<file path="src/rtl/upd_ack_pkg.sv">
package upd_ack_pkg;

  typedef enum logic [2:0] {
    ST_IDLE     = 3'd0,
    ST_SEND_UPD = 3'd1,
    ST_WAIT_ACK = 3'd2,
    ST_SEND_FIN = 3'd3,
    ST_DONE     = 3'd4
  } upd_state_e;

endpackage

</file>
<file path="src/rtl/upd_ack_fsm.sv">
module upd_ack_fsm
  import upd_ack_pkg::*;
(
  input  logic       clk,
  input  logic       rst_n,
  input  logic       req_take,
  input  logic       phase1_end,
  output upd_state_e state
);

  upd_state_e state_q, state_d;

  always_comb begin
    state_d = state_q;
    case (state_q)
      ST_IDLE:     if (req_take) state_d = ST_SEND_UPD;
      ST_SEND_UPD: state_d = ST_WAIT_ACK;
      ST_WAIT_ACK: if (phase1_end) state_d = ST_SEND_FIN;
      ST_SEND_FIN: state_d = ST_DONE;
      ST_DONE:     state_d = ST_IDLE;
      default:     state_d = ST_IDLE;
    endcase
  end

  always_ff @(posedge clk or negedge rst_n) begin
    if (!rst_n) state_q <= ST_IDLE;
    else        state_q <= state_d;
  end

  assign state = state_q;

endmodule

</file>
<file path="src/rtl/upd_ack_track.sv">
module upd_ack_track #(
  parameter int PROC_N = 4
) (
  input  logic              clk,
  input  logic              rst_n,
  input  logic              clr,
  input  logic              open,
  input  logic [PROC_N-1:0] writer_mask,
  input  logic [PROC_N-1:0] ack_in,
  output logic              all_seen
);

  logic [PROC_N-1:0] seen_q;
  logic [PROC_N-1:0] gated_ack;

  assign gated_ack = open ? (ack_in & ~writer_mask) : '0;

  for (genvar i = 0; i < PROC_N; i++) begin : g_bit
    logic set_en;
    assign set_en = gated_ack[i] & ~seen_q[i];
    always_ff @(posedge clk or negedge rst_n) begin
      if (!rst_n)      seen_q[i] <= 1'b0;
      else if (clr)    seen_q[i] <= 1'b0;
      else if (set_en) seen_q[i] <= 1'b1;
    end
  end

  assign all_seen = open & (&(seen_q | gated_ack | writer_mask));

endmodule

</file>
<file path="src/rtl/upd_ack_payload.sv">
module upd_ack_payload #(
  parameter int ID_W   = 2,
  parameter int ADDR_W = 16,
  parameter int DATA_W = 32
) (
  input  logic              clk,
  input  logic              rst_n,
  input  logic              load,
  input  logic [ID_W-1:0]   in_writer,
  input  logic [ADDR_W-1:0] in_addr,
  input  logic [DATA_W-1:0] in_data,
  output logic [ID_W-1:0]   writer,
  output logic [ADDR_W-1:0] addr,
  output logic [DATA_W-1:0] data
);

  always_ff @(posedge clk or negedge rst_n) begin
    if (!rst_n) begin
      writer <= '0;
      addr   <= '0;
      data   <= '0;
    end else if (load) begin
      writer <= in_writer;
      addr   <= in_addr;
      data   <= in_data;
    end
  end

endmodule

</file>
<file path="src/rtl/upd_ack_ctrl.sv">
module upd_ack_ctrl
  import upd_ack_pkg::*;
#(
  parameter int PROC_N = 4,
  parameter int ADDR_W = 16,
  parameter int DATA_W = 32,
  localparam int ID_W  = (PROC_N > 1) ? $clog2(PROC_N) : 1
) (
  input  logic              clk,
  input  logic              rst_n,
  input  logic              req_valid,
  output logic              req_ready,
  input  logic [ID_W-1:0]   req_writer,
  input  logic [ADDR_W-1:0] req_addr,
  input  logic [DATA_W-1:0] req_data,
  output logic [PROC_N-1:0] upd_valid,
  output logic [ADDR_W-1:0] upd_addr,
  output logic [DATA_W-1:0] upd_data,
  input  logic [PROC_N-1:0] ack_in,
  output logic [PROC_N-1:0] read_hold,
  output logic [PROC_N-1:0] wr_done,
  output logic [PROC_N-1:0] final_vis
);

  localparam logic [PROC_N-1:0] ONE_HOT0 = {{(PROC_N-1){1'b0}}, 1'b1};

  logic       rst_meta, rst_sync_n;
  upd_state_e state;
  logic       req_take, phase1_end;
  logic [ID_W-1:0]   writer_q;
  logic [PROC_N-1:0] writer_mask;

  always_ff @(posedge clk or negedge rst_n) begin
    if (!rst_n) begin
      rst_meta   <= 1'b0;
      rst_sync_n <= 1'b0;
    end else begin
      rst_meta   <= 1'b1;
      rst_sync_n <= rst_meta;
    end
  end

  assign req_ready = (state == ST_IDLE);
  assign req_take  = req_valid & req_ready;

  upd_ack_fsm u_fsm (
    .clk        (clk),
    .rst_n      (rst_sync_n),
    .req_take   (req_take),
    .phase1_end (phase1_end),
    .state      (state)
  );

  upd_ack_payload #(.ID_W(ID_W), .ADDR_W(ADDR_W), .DATA_W(DATA_W)) u_payload (
    .clk       (clk),
    .rst_n     (rst_sync_n),
    .load      (req_take),
    .in_writer (req_writer),
    .in_addr   (req_addr),
    .in_data   (req_data),
    .writer    (writer_q),
    .addr      (upd_addr),
    .data      (upd_data)
  );

  assign writer_mask = ONE_HOT0 << writer_q;

  upd_ack_track #(.PROC_N(PROC_N)) u_track (
    .clk         (clk),
    .rst_n       (rst_sync_n),
    .clr         (req_take),
    .open        (state == ST_WAIT_ACK),
    .writer_mask (writer_mask),
    .ack_in      (ack_in),
    .all_seen    (phase1_end)
  );

  assign upd_valid = (state == ST_SEND_UPD) ? ~writer_mask : '0;
  assign read_hold = ((state == ST_SEND_UPD) || (state == ST_WAIT_ACK)) ? ~writer_mask : '0;
  assign wr_done   = (state == ST_SEND_FIN) ? writer_mask : '0;
  assign final_vis = (state == ST_SEND_FIN) ? ~writer_mask : '0;

endmodule

</file>
<file path="config.mk">
export PLATFORM = sky130hd
export DESIGN_NAME = upd_ack_ctrl
export DESIGN_NICKNAME = d
export VERILOG_FILES = /design/src/rtl/upd_ack_pkg.sv /design/src/rtl/upd_ack_fsm.sv /design/src/rtl/upd_ack_track.sv /design/src/rtl/upd_ack_payload.sv /design/src/rtl/upd_ack_ctrl.sv
export SDC_FILE = /design/constraint.sdc
export NUM_CORES = 1
export LEC_CHECK = 0
export ABC_AREA = 1
export BUFFER_PORTS_ARGS = -buffer_cell sky130_fd_sc_hd__buf_2
export CAP_MARGIN = 20
export CORE_MARGIN = 2
export CORE_UTILIZATION = 35
export DETAILED_ROUTE_END_ITERATION = 7
export PLACE_DENSITY = 0.62
export REMOVE_ABC_BUFFERS = 1
export SYNTH_ARGS = -nofsm -noshare
export SYNTH_HDL_FRONTEND = slang
export SYNTH_HIERARCHICAL = 1
export SYNTH_SLANG_ARGS = --single-unit
</file>
<file path="constraint.sdc">
create_clock -name clk -period 3.15 [get_ports clk]
set_input_delay 0.63 -clock clk [delete_from_list [all_inputs] [get_ports clk]]
set_output_delay 0.63 -clock clk [all_outputs]
set_load 0.01 [all_outputs]
</file>
## Word level (Yosys, flattened, before mapping)

Cells that the tools add are included.
W data, S select, Z words.

- Bits in registers: 59
- Bits of input ports: 57
- Output and inout port bits: 65
- Word-level logic and storage cells: 54

- Equality and inequality tests: 5
- Shift operators: 1
- Mux-type cells: 16
- Bitwise operators: 14
- Reduce and logical (&&, ||, !) cells: 8

Operator list:

| operator | number |
|---|---|
| $mux W4 | 5 |
| $pmux W3 S4 | 1 |
| $mux W1 | 8 |
| $or A4 B4 Y4 | 2 |
| $reduce_bool A2 Y1 | 4 |
| $and A1 B1 Y1 | 6 |
| $eq A3 B2 Y1 const B | 2 |
| $mux W3 | 2 |
| $and A4 B4 Y4 | 1 |
| $not A1 Y1 | 4 |
| $not A4 Y4 | 1 |
| $reduce_and A4 Y1 | 1 |
| $shl A1 B2 Y4 const A | 1 |
| $eq A3 B1 Y1 const B | 1 |
| $logic_not A3 Y1 | 1 |
| $ne A2 B1 Y1 const B | 1 |
| $ne A2 B2 Y1 const B | 1 |
| $reduce_and A2 Y1 | 1 |
| $logic_or A1 B1 Y1 | 1 |

## Logic depth before layout (Yosys ltp)

- Depth in word-level cells: 10
- Mapped depth: 9
- Mapped depth without buffers: 9

## Hierarchy

The synthesis kept the hierarchy.

Modules (own cells, without submodules):

| module | instances | cells an instance | area each (um^2) | sequential area each (um^2) |
|---|---|---|---|---|
| upd_ack_payload | 1 | 212 | 1928.1 | 1251.2 |
| upd_ack_ctrl | 1 | 35 | 221.5 | 50.0 |
| upd_ack_track | 1 | 27 | 202.7 | 100.1 |
| upd_ack_fsm | 1 | 16 | 123.9 | 75.1 |

## Least setup slack after synthesis

No wires, ideal clock.

- Path type: register -> register
- Start point: reg u_fsm.state_q[1] (netlist: u_fsm/state[1])
- End point: reg u_payload.writer[0]
- Library setup time: 0.117 ns
- Data arrival time: 1.577 ns
- Required time: 3.033 ns
- Setup slack: 1.456 ns
- Cell stages (with the launch flop): 9
- Path buffers: 2
- Clock period less this slack: 1.694 ns
- Cells stage by stage: dfrtp_1 > nor2_2 > inv_1 > nor3b_1 > buf_6 > inv_6 > buf_6 > nand2_1 > nand2_1

- Word-level cells in the longest chain between the ends: 2

RTL lines:

| what | line | source |
|---|---|---|
| start: declaration | upd_ack_fsm.sv:11 | `upd_state_e state_q, state_d;` |
| start signal: assignment | upd_ack_fsm.sv:27 | `else state_q <= state_d;` |
| $logic_not A3 Y1 | upd_ack_ctrl.sv:43 | `assign req_ready = (state == ST_IDLE);` |
| $and A1 B1 Y1 | upd_ack_ctrl.sv:44 | `assign req_take = req_valid & req_ready;` |
| net req_take | upd_ack_ctrl.sv:29 | `logic req_take, phase1_end;` |
| end signal: assignment | upd_ack_payload.sv:23 | `writer <= in_writer;` |
| end: declaration | upd_ack_payload.sv:12 | `output logic [ID_W-1:0] writer,` |

The timed path passes the listed nets, and every way through them passes these cells.
A chain may end at the register's enable or synchronous reset.

## Final worst setup path

- Start point: reg u_fsm.state_q[1] (netlist: u_fsm/state[1])
- End point: reg u_payload.addr[12]

- Word-level cells in the longest chain between the ends: 2

RTL lines:

| what | line | source |
|---|---|---|
| $logic_not A3 Y1 | upd_ack_ctrl.sv:43 |  |
| $and A1 B1 Y1 | upd_ack_ctrl.sv:44 |  |
| net req_take | upd_ack_ctrl.sv:29 |  |
| end signal: assignment | upd_ack_payload.sv:24 | `addr <= in_addr;` |
| end: declaration | upd_ack_payload.sv:13 | `output logic [ADDR_W-1:0] addr,` |

The timed path passes the listed nets, and every way through them passes these cells.

==> impl_metrics.json <==
{
  "status": "finished clean",
  "final_common_cell": "nand2_1",
  "vias": 2165,
  "cp_max_fo": 28,
  "drt_first_pass_iters": 4,
  "grt_pass1_vias": 1967,
  "clockBufferDepth": 2,
  "final_cell_mix": "156 x nand2_1, 121 x buf_2, 58 x dfrtp_1",
  "p_sw_mw": 1.34,
  "holdBufCountCts": 0,
  "seq_area_frac_synth_pct": 59.6,
  "peakVddDrop_uv": 378,
  "powerDensity_nw_per_um2": 1020,
  "wl_per_cell_um": 11.0,
  "reg2reg_slack_ns": 1.10,
  "gr-total-overflow": 0,
  "worstReg2RegEnd": "u_payload/addr[12]",
  "r2r_cells": 6,
  "synthCells": 290,
  "cts_resized": 0,
  "post_cts_buffers": 0,
  "gr-usage-all-layers_pct": 15.0,
  "viasPerCell": 4.20,
  "clkPwrFrac_pct": 19.8,
  "clk_pin_slew_worst_paths_ns": 0.07,
  "syn2layout_area_growth_pct": 34.1,
  "drc_errors": 0,
  "relSlewSlack_pct": 45.2,
  "finalCritPeriodShare_pct": 65.1,
  "cp-start-kind": "flop",
  "hold_path.class": "primary input to asynchronous set/reset pin",
  "p_leak_nw": 1.98,
  "clock.fmax_mhz": 487,
  "gp_congestion": 0.764,
  "drt_iter0_drc": 87,
  "netlist_area_um2": 2480,
  "hpwl_mm": 4.06,
  "crit-reg2reg-launch": "u_fsm/state[1]",
  "synth-seq-cells": 59,
  "clkLatencyLatePin_ns": 0.33,
  "timing_hold_violations_final": 0,
  "cts.sinks": 59,
  "final_util_pct": 48.6,
  "setup.worst_path.end_class": "flop",
  "port_buffers": 121,
  "p_sw_share_pct": 39.8,
  "cts_tree": "yes",
  "rows": 30,
  "maxCapViolCount": 0,
  "cts_buffers": 9,
  "grt_pass1_wl_mm": 8.96,
  "criticalPathCategory": "flop to flop",
  "pwr-share-seq_pct": 39.4,
  "finalCriticalPeriod_ns": 2.05,
  "syn_avg_cell_area_um2": 8.54,
  "antenna_found_initial": 0,
  "p_int_mw": 2.03,
  "ant_nets": 0,
  "antennaDiodeCount": 0,
  "rsz0062_at_grt": "false",
  "coreArea_um2": 6830,
  "critical_path_arrival_ns": 2.32,
  "top_level_ports": 122,
  "grt_start_max_net_pins": 51,
  "fin_nets": 471,
  "fp.dieW_um": 88.1,
  "fin_worst_skew_ns": 0.00768,
  "tns_ns": 0,
  "start_util_pct": 36.2,
  "tightestPinTransition_ns": 0.819,
  "required_ns": 3.42,
  "synthDistinctLibCells": 16,
  "root_buffer": "clkbuf_8",
  "yosysWarnings": 6,
  "cts-htree-levels": 3,
  "wl_mm": 5.69,
  "setup_viol": 0,
  "layout-drive-gt1-share_pct": 34.8,
  "slew_violations": 0,
  "combPwrFrac_pct": 40.8,
  "die-height_um": 88.1,
  "die_area_um2": 7760
}
-- power by group through the flow --
stage	Sequential (mW)	Clock, mW	Combinational [mW]
global route	1.38	0.738	1.56
CTS	1.33	0.695	1.41
detailed placement	1.34	0	1.41
global placement	1.34	0	1.38
finish	1.33	0.669	1.38
floorplan	1.47	0	0.704
-- sequential cells by signal, indices dropped and copies added (netlist names) --
| register | flops |
|---|---|
| rst_meta | 1 |
| rst_sync_n | 1 |
| u_payload/writer | 2 |
| u_track/seen_q | 4 |
| u_payload/addr | 16 |
| u_fsm/state | 3 |
| u_payload/data | 32 |
-- Yosys cell counts, drive strengths merged --
| library cell | n | area (µm²) |
|---|---|---|
| a21oi | 8 | 40.0 |
| buf | 11 | 105 |
| conb | 1 | 3.75 |
| dfrtp | 59 | 1480 |
| inv | 18 | 72.6 |
| nand2 | 157 | 592 |
| nand3 | 10 | 62.6 |
| nand3b | 1 | 20.0 |
| nor2 | 21 | 81.3 |
| nor3 | 3 | 15.0 |
| nor3b | 1 | 7.51 |
-- per-stage QoR --
step / instances / setup slack (ns) / hold slack [ns] / total power, mW / instance area (µm²)
floorplan: 279 / -1.49 / 0.331 / 2.17 / 2370
global placement: 499 / 1.12 / 0.336 / 2.72 / 3130
detailed placement: 499 / 1.11 / 0.362 / 2.74 / 3130
CTS: 515 / 1.05 / 0.0622 / 3.43 / 3320
global route: 515 / 0.860 / 0.0507 / 3.67 / 3320
finish: 515 / 1.10 / 0.0790 / 3.37 / 3320
-- layout make-up --
class / instances / area (µm²)
tap: 96 / 120
sequential: 59 / 1480
multi-input combinational: 202 / 827
clock buffer: 11 / 141
timing repair buffer: 124 / 628
clock inverter: 5 / 52.6
fill: 732 / 3510
inverter: 18 / 72.6
-- layer usage --
metal	vias to the layer above	track usage, %	part of all wire [%]
met5	-	0	0
met4	0	4.96	0.90
met3	6	6.60	8.3
met2	77	23.9	46
met1	966	18.4	45
li1	1116	-	-
-- logic make-up after synthesis --
kind of cell | count (synthesis) | share of synthesized area, %
AO/OA/AOI/OAI | 8 | 1.62
buffers and inverters | 29 | 7.18
flip-flops | 59 | 59.6
other | 1 | 0.151
AND/OR/NAND/NOR | 193 | 31.4
-- how the worst max path moves through the flow --
stage / cells past startpoint / end / start / slack (ns)
3_3_place_gp: 5 / u_payload/addr[12] / req_valid / 1.12
2_1_floorplan: 6 / u_payload/addr[0] / u_fsm/state[1] / -1.49
3_5_place_dp: 6 / u_payload/addr[12] / u_fsm/state[1] / 1.11
5_1_grt: 6 / u_payload/data[15] / u_fsm/state[1] / 0.86
4_1_cts: 6 / u_payload/addr[12] / u_fsm/state[1] / 1.05
6_report: 6 / u_payload/addr[12] / u_fsm/state[1] / 1.10
-- critical path: stages, from the launching register on --
cell and delay (ns):
dfrtp_1 0.48, nor2_2 0.16, inv_1 0.08, nor3b_2 0.67
buf_4 0.41, nand2_1 0.10, nand2_1 0.08
(Power assumes the default switching activity.)
